===== src/rtl/mdrop_rx_pkg.sv =====
package mdrop_rx_pkg;
  typedef enum logic [2:0] {
    ST_IDLE  = 3'd0,
    ST_START = 3'd1,
    ST_DATA  = 3'd2,
    ST_FLAG  = 3'd3,
    ST_STOP  = 3'd4
  } rx_state_t;

  localparam int unsigned DEF_CHAR_W = 8;
  localparam int unsigned DEF_OSR    = 16;
  localparam int unsigned DEF_SYNC   = 2;
endpackage


===== src/rtl/mdrop_rx_sync.sv =====
module mdrop_rx_sync #(
  parameter int unsigned STAGES = 2
) (
  input  logic clk,
  input  logic rst,
  input  logic din,
  output logic dout
);
  logic [STAGES-1:0] chain;

  always_ff @(posedge clk) begin
    if (rst) chain <= '1;
    else     chain <= {chain[STAGES-2:0], din};
  end

  assign dout = chain[STAGES-1];
endmodule


===== src/rtl/mdrop_rx_frame.sv =====
module mdrop_rx_frame
  import mdrop_rx_pkg::*;
#(
  parameter int unsigned CHAR_W = 8,
  parameter int unsigned OSR    = 16
) (
  input  logic              clk,
  input  logic              rst,
  input  logic              tick,
  input  logic              line,
  output logic              done,
  output logic [CHAR_W-1:0] ch_bits,
  output logic              ch_flag,
  output logic              ch_stop_ok
);
  localparam int unsigned CW   = $clog2(OSR);
  localparam int unsigned BW   = (CHAR_W > 1) ? $clog2(CHAR_W) : 1;
  localparam logic [CW-1:0] MID  = CW'(OSR/2 - 1);
  localparam logic [CW-1:0] LAST = CW'(OSR - 1);
  localparam logic [BW-1:0] TOPB = BW'(CHAR_W - 1);

  rx_state_t         state;
  logic [CW-1:0]     cnt;
  logic [BW-1:0]     bitn;
  logic [CHAR_W-1:0] shreg;

  always_ff @(posedge clk) begin
    if (rst) begin
      state      <= ST_IDLE;
      cnt        <= '0;
      bitn       <= '0;
      shreg      <= '0;
      done       <= 1'b0;
      ch_flag    <= 1'b0;
      ch_stop_ok <= 1'b0;
    end else begin
      done <= 1'b0;
      if (tick) begin
        case (state)
          ST_IDLE: begin
            if (!line) begin
              state <= ST_START;
              cnt   <= '0;
            end
          end
          ST_START: begin
            if (cnt == MID) begin
              cnt  <= '0;
              bitn <= '0;
              state <= line ? ST_IDLE : ST_DATA;
            end else begin
              cnt <= cnt + 1'b1;
            end
          end
          ST_DATA: begin
            if (cnt == LAST) begin
              cnt   <= '0;
              shreg <= {line, shreg[CHAR_W-1:1]};
              if (bitn == TOPB) state <= ST_FLAG;
              else              bitn  <= bitn + 1'b1;
            end else begin
              cnt <= cnt + 1'b1;
            end
          end
          ST_FLAG: begin
            if (cnt == LAST) begin
              cnt     <= '0;
              ch_flag <= line;
              state   <= ST_STOP;
            end else begin
              cnt <= cnt + 1'b1;
            end
          end
          ST_STOP: begin
            if (cnt == LAST) begin
              cnt        <= '0;
              ch_stop_ok <= line;
              done       <= 1'b1;
              state      <= ST_IDLE;
            end else begin
              cnt <= cnt + 1'b1;
            end
          end
          default: state <= ST_IDLE;
        endcase
      end
    end
  end

  assign ch_bits = shreg;

  // a completed frame is reported for one cycle only
  assert_done_single_R1: assert property (@(posedge clk) disable iff (rst)
    done |=> !done);

  // the start bit is only qualified when it is still low
  assert_start_qualified_R2: assert property (@(posedge clk) disable iff (rst)
    (state == ST_START && tick && cnt == MID && line) |=> state == ST_IDLE);
endmodule


===== src/rtl/mdrop_rx_hold.sv =====
module mdrop_rx_hold #(
  parameter int unsigned CHAR_W = 8
) (
  input  logic              clk,
  input  logic              rst,
  input  logic              done,
  input  logic [CHAR_W-1:0] ch_bits,
  input  logic              ch_flag,
  input  logic              ch_stop_ok,
  input  logic              multidrop_en,
  input  logic              rx_enable,
  input  logic              irq_en,
  input  logic              rd_strobe,
  output logic [CHAR_W-1:0] rx_byte,
  output logic              rx_ready,
  output logic              rx_is_addr,
  output logic              frame_err,
  output logic              overrun,
  output logic              irq
);
  logic              take;
  logic              ready_n, addr_n, ferr_n, ovr_n;
  logic [CHAR_W-1:0] byte_n;

  assign take = done && (rx_enable || (multidrop_en && ch_flag));

  always_comb begin
    byte_n  = rx_byte;
    addr_n  = rx_is_addr;
    ready_n = rx_ready;
    ferr_n  = frame_err;
    ovr_n   = overrun;
    if (rd_strobe) begin
      ready_n = 1'b0;
      ferr_n  = 1'b0;
      ovr_n   = 1'b0;
    end
    if (take) begin
      if (ready_n) begin
        ovr_n = 1'b1;
      end else begin
        byte_n  = ch_bits;
        addr_n  = ch_flag;
        ferr_n  = !ch_stop_ok;
        ready_n = 1'b1;
      end
    end
  end

  always_ff @(posedge clk) begin
    if (rst) begin
      rx_byte    <= '0;
      rx_is_addr <= 1'b0;
      rx_ready   <= 1'b0;
      frame_err  <= 1'b0;
      overrun    <= 1'b0;
      irq        <= 1'b0;
    end else begin
      rx_byte    <= byte_n;
      rx_is_addr <= addr_n;
      rx_ready   <= ready_n;
      frame_err  <= ferr_n;
      overrun    <= ovr_n;
      irq        <= ready_n && irq_en;
    end
  end

  // a data character seen while disabled in multidrop mode leaves the holding register alone
  assert_data_dropped_R5: assert property (@(posedge clk) disable iff (rst)
    (done && multidrop_en && !rx_enable && !ch_flag && !rd_strobe)
      |=> ($stable(rx_ready) && $stable(rx_byte) && $stable(overrun)));

  // an unread character is never overwritten
  assert_overrun_keeps_R9: assert property (@(posedge clk) disable iff (rst)
    (take && rx_ready && !rd_strobe) |=> (overrun && $stable(rx_byte) && $stable(rx_is_addr)));

  // a read with no arrival empties the holding register
  assert_read_clears_R10: assert property (@(posedge clk) disable iff (rst)
    (rd_strobe && !take) |=> (!rx_ready && !overrun && !frame_err));

  // the interrupt only signals a waiting character
  assert_irq_needs_ready_R7: assert property (@(posedge clk) disable iff (rst)
    irq |-> rx_ready);

  // framing status only describes a held character
  assert_ferr_with_ready_R8: assert property (@(posedge clk) disable iff (rst)
    frame_err |-> rx_ready);
endmodule


===== src/rtl/mdrop_rx.sv =====
module mdrop_rx
  import mdrop_rx_pkg::*;
#(
  parameter int unsigned CHAR_W = DEF_CHAR_W,
  parameter int unsigned OSR    = DEF_OSR,
  parameter int unsigned SYNC   = DEF_SYNC
) (
  input  logic              clk,
  input  logic              rst,
  input  logic              os_tick,
  input  logic              rxd,
  input  logic              multidrop_en,
  input  logic              rx_enable,
  input  logic              irq_en,
  input  logic              rd_strobe,
  output logic [CHAR_W-1:0] rx_byte,
  output logic              rx_ready,
  output logic              rx_is_addr,
  output logic              frame_err,
  output logic              overrun,
  output logic              irq
);
  logic              line_s;
  logic              f_done, f_flag, f_stop_ok;
  logic [CHAR_W-1:0] f_bits;

  mdrop_rx_sync #(.STAGES(SYNC)) u_sync (
    .clk  (clk),
    .rst  (rst),
    .din  (rxd),
    .dout (line_s)
  );

  mdrop_rx_frame #(.CHAR_W(CHAR_W), .OSR(OSR)) u_frame (
    .clk        (clk),
    .rst        (rst),
    .tick       (os_tick),
    .line       (line_s),
    .done       (f_done),
    .ch_bits    (f_bits),
    .ch_flag    (f_flag),
    .ch_stop_ok (f_stop_ok)
  );

  mdrop_rx_hold #(.CHAR_W(CHAR_W)) u_hold (
    .clk          (clk),
    .rst          (rst),
    .done         (f_done),
    .ch_bits      (f_bits),
    .ch_flag      (f_flag),
    .ch_stop_ok   (f_stop_ok),
    .multidrop_en (multidrop_en),
    .rx_enable    (rx_enable),
    .irq_en       (irq_en),
    .rd_strobe    (rd_strobe),
    .rx_byte      (rx_byte),
    .rx_ready     (rx_ready),
    .rx_is_addr   (rx_is_addr),
    .frame_err    (frame_err),
    .overrun      (overrun),
    .irq          (irq)
  );

  // normal mode with the receiver off never produces a character
  assert_normal_off_R3: assert property (@(posedge clk) disable iff (rst)
    (!multidrop_en && !rx_enable && !rx_ready) |=> !rx_ready);
endmodule


===== config.mk =====
export PLATFORM = sky130hd
export DESIGN_NAME = mdrop_rx
export DESIGN_NICKNAME = d
export VERILOG_FILES = /design/src/rtl/mdrop_rx_pkg.sv /design/src/rtl/mdrop_rx_sync.sv /design/src/rtl/mdrop_rx_frame.sv /design/src/rtl/mdrop_rx_hold.sv /design/src/rtl/mdrop_rx.sv
export SDC_FILE = /design/constraint.sdc
export NUM_CORES = 1
export LEC_CHECK = 0
export BUFFER_PORTS_ARGS = -buffer_cell sky130_fd_sc_hd__buf_2
export CORE_MARGIN = 4
export CORE_UTILIZATION = 60
export CTS_CLUSTER_SIZE = 40
export DETAILED_ROUTE_END_ITERATION = 10
export PLACE_DENSITY = 0.83
export SLEW_MARGIN = 20
export SYNTH_ARGS = -nofsm -noshare
export SYNTH_HDL_FRONTEND = slang
export SYNTH_SLANG_ARGS = --single-unit

===== constraint.sdc =====
create_clock -name clk -period 2.47 [get_ports clk]
set_input_delay 0.3705 -clock clk [delete_from_list [all_inputs] [get_ports clk]]
set_output_delay 0.3705 -clock clk [all_outputs]
set_load 0.05 [all_outputs]

==> results.cfg <==
[sta]
worst_pin_slew_ns = 0.654
slew_viol_final = 0
setup_violations = 0
setup_ws_ns = 0.603
fin_setup_tns_ns = 0
fmax_mhz = 536
min_period_ns = 1.87
finalClockSkew_ns = 0.00902
hold_viol = 0
slew_headroom_pct = 56.2
period_share_pct = 75.6
rsz0062_at_grt = false

[pwr]
power_mw = 0.936
p_sw_share_pct = 21.7
power_leakage_nw = 0.728
p_int_mw = 0.733
p_sw_mw = 0.203
comb_power_share_pct = 3.1
power_density_nw_per_um2 = 538
peakVddDrop_uv = 518
clockPowerShare_pct = 34.4
seqPwrFrac_pct = 62.5

[clocking]
clock_latency_ns = 0.32
cts_tree = done
cts_hold_buf = 0
cts_setup_buffers = 0
cts-resized-gates = 0
numCtsBuffers = 5
cts_max_path_buffers = 2
cts_max_level = 2
root_buffer = clkbuf_4
clk_pin_slew_ns = 0.11
clkSinkCount = 36

[yosys]
syn_area_um2 = 1590
muxShareOfSynthArea_pct = 12.7
syn_inst = 165
synth_top_family_by_area = simple AND/OR/NAND/NOR gates
ys_ff_latch = 36
synthXorXnorAreaFrac_pct = 0
synth_seq_area_share_pct = 45.5
syn_nets = 176
synth_area_per_cell_um2 = 9.61
synth_compound_gate_area_share_pct = 11.6
ys.flop_type = dfxtp_1
synth_cell_types = 45
synth_warnings = 0
async_flop_share_pct = 0
synth-edff-count = 0
synth-simple-area-share_pct = 23.9
synth-adder-area-share_pct = 2.37

[routing]
wl_met3_um = 144
detail-route-antenna-nets = 0
wl_met2_um = 1430
via_per_inst = 5.78
drtIter0Drc = 33
dr_total_vias = 1237
route.detailed.wl_per_inst_um = 13.7
drt-total-wl_um = 2920
wl_met1_um = 1300
drt_pre_antenna_iters = 4
dr.max_layer_used = met4
drcViolationCount = 0

[cells_and_area]
stdcell_count = 214
final_common_cell = dfxtp_1
drive_gt1_share_pct = 21.2
final_cell_mix = dfxtp_1 (36), nor2_1 (22), buf_2 (20), mux2i_1 (19), nand2_1 (11)
num_antenna_cells = 0
final_nets = 194
area_delta_synth_final_pct = 9.63
final_area_um2 = 1740

[setup_path]
cpPeakStageDelay_ns = 0.53
crit_chain = or3b_1, a32o_2, a2111o_1, a31oi_1
cp_max_fo = 12
path_depth = 4
startpoint_type = flop
worst_ep_arrival_time_ns = 2.12
cp_num_buf_inv = 0
critPathSlowestCell = dfxtp_1
worstPathRequired_ns = 2.73
end_kind = flop
path_delay_family = compound AO/OA/AOI/OAI gates
critPathKind = flop to flop
reg2reg_depth = 4

[worst_hold_path]
hold_path_class = primary input to flop
holdPathStages = 2

[die]
die_x_um = 59.4
initial_core_util_pct = 63.4
rows = 18
die_h_um = 59.4
die_area_um2 = 3530
core_area_um2 = 2500
top_level_ports = 21

[place]
dp.final_hpwl_um = 1980
place_congestion = 0.862
placed_cells_incl_taps = 206
place_ws_ns = 0.646
place_area_um2 = 1680
io_buffers = 20

[grt]
grt_pass1_vias = 1145
grt_max_degree = 38
grt-ovfl-total = 0
grt_usage_pct = 19.0
grt_pass1_wl_um = 5110
antenna_found_initial = 0

[status]
status = complete, no violations

[flow_run]
drv_cap = 0
==> kinds of logic (layout without fill, tap and decap cells) <==
family	after synthesis	after routing
multiplexers	20	20
AO/OA/AOI/OAI	26	26
AND/OR/NAND/NOR	67	67
buffers and inverters	13	32
adder cells (fa/ha/maj)	3	3
flip-flops	36	36
==> cell usage after synthesis, drive strengths merged (4+ instances only) <==
cell	count	area [um^2]
nand2	11	41.3
nor3	5	25.0
buf	4	28.8
clkbuf	5	18.8
o21ai	4	20.0
dfxtp	36	721
a21oi	8	40.0
mux2i	19	190
inv	4	15.0
nand2b	4	32.5
nor2	23	93.8
==> power groups by stage <==
stage | Combinational, mW | Clock, mW | Sequential, mW
after global routing | 0.0321 | 0.356 | 0.585
final | 0.0286 | 0.322 | 0.585
after detailed placement | 0.0284 | 0 | 0.598
after floorplan | 0.0205 | 0 | 0.596
after CTS | 0.0286 | 0.334 | 0.585
after global placement | 0.0278 | 0 | 0.598
==> final timing paths <==
| kind | start | to | slack [ns] |
|---|---|---|---|
| worst min-delay path | rxd | u_sync.chain[0] | 0.23 |
| worst min register to register | u_sync.chain[0] | u_sync.chain[1] | 0.42 |
| worst max-delay path | u_frame.state[2] | u_frame.cnt[3] | 0.60 |
| worst max register to register | u_frame.state[2] | u_frame.cnt[3] | 0.60 |
==> flip-flops by register name (all words and copies together) (netlist names) <==
register	count
u_frame.done	1
u_sync.chain	2
u_frame.bitn	3
u_hold.overrun	1
u_hold.frame_err	1
u_hold.irq	1
u_hold.rx_ready	1
u_frame.cnt	4
u_frame.ch_stop_ok	1
u_frame.state	3
u_frame.ch_flag	1
u_hold.rx_byte	8
u_hold.rx_is_addr	1
u_frame.ch_bits	8
==> through the flow <==
step	util (%)	hold WS [ns]
3_3_place_gp	67.0	0.394
6_report	69.5	0.232
2_1_floorplan	-	0.389
4_1_cts	69.5	0.218
5_1_grt	69.5	0.217
3_5_place_dp	67.0	0.397
==> worst reg2reg max path, delay by kind of cell, from the launching register on <==
family	cells	cell delay, ns
AND/OR/NAND/NOR	1	0.45
flip-flops	1	0.53
AO/OA/AOI/OAI	3	0.81
==> final cells by class <==
| class | instances | area, um^2 |
|---|---|---|
| multi-input combinational | 116 | 802 |
| fill | 201 | 762 |
| clock inverter | 1 | 7.51 |
| timing repair buffer | 20 | 100 |
| sequential | 36 | 721 |
| inverter | 4 | 15.0 |
| tap | 30 | 37.5 |
| clock buffer | 7 | 55.1 |
==> per-layer routing <==
layer | vias up | global-route usage, %
li1 | 619 | -
met1 | 578 | 23.5
met2 | 34 | 31.0
met3 | 6 | 6.10
met4 | 0 | 6.47
met5 | - | 0
No activity file was read; power rests on OpenSTA's default activity.
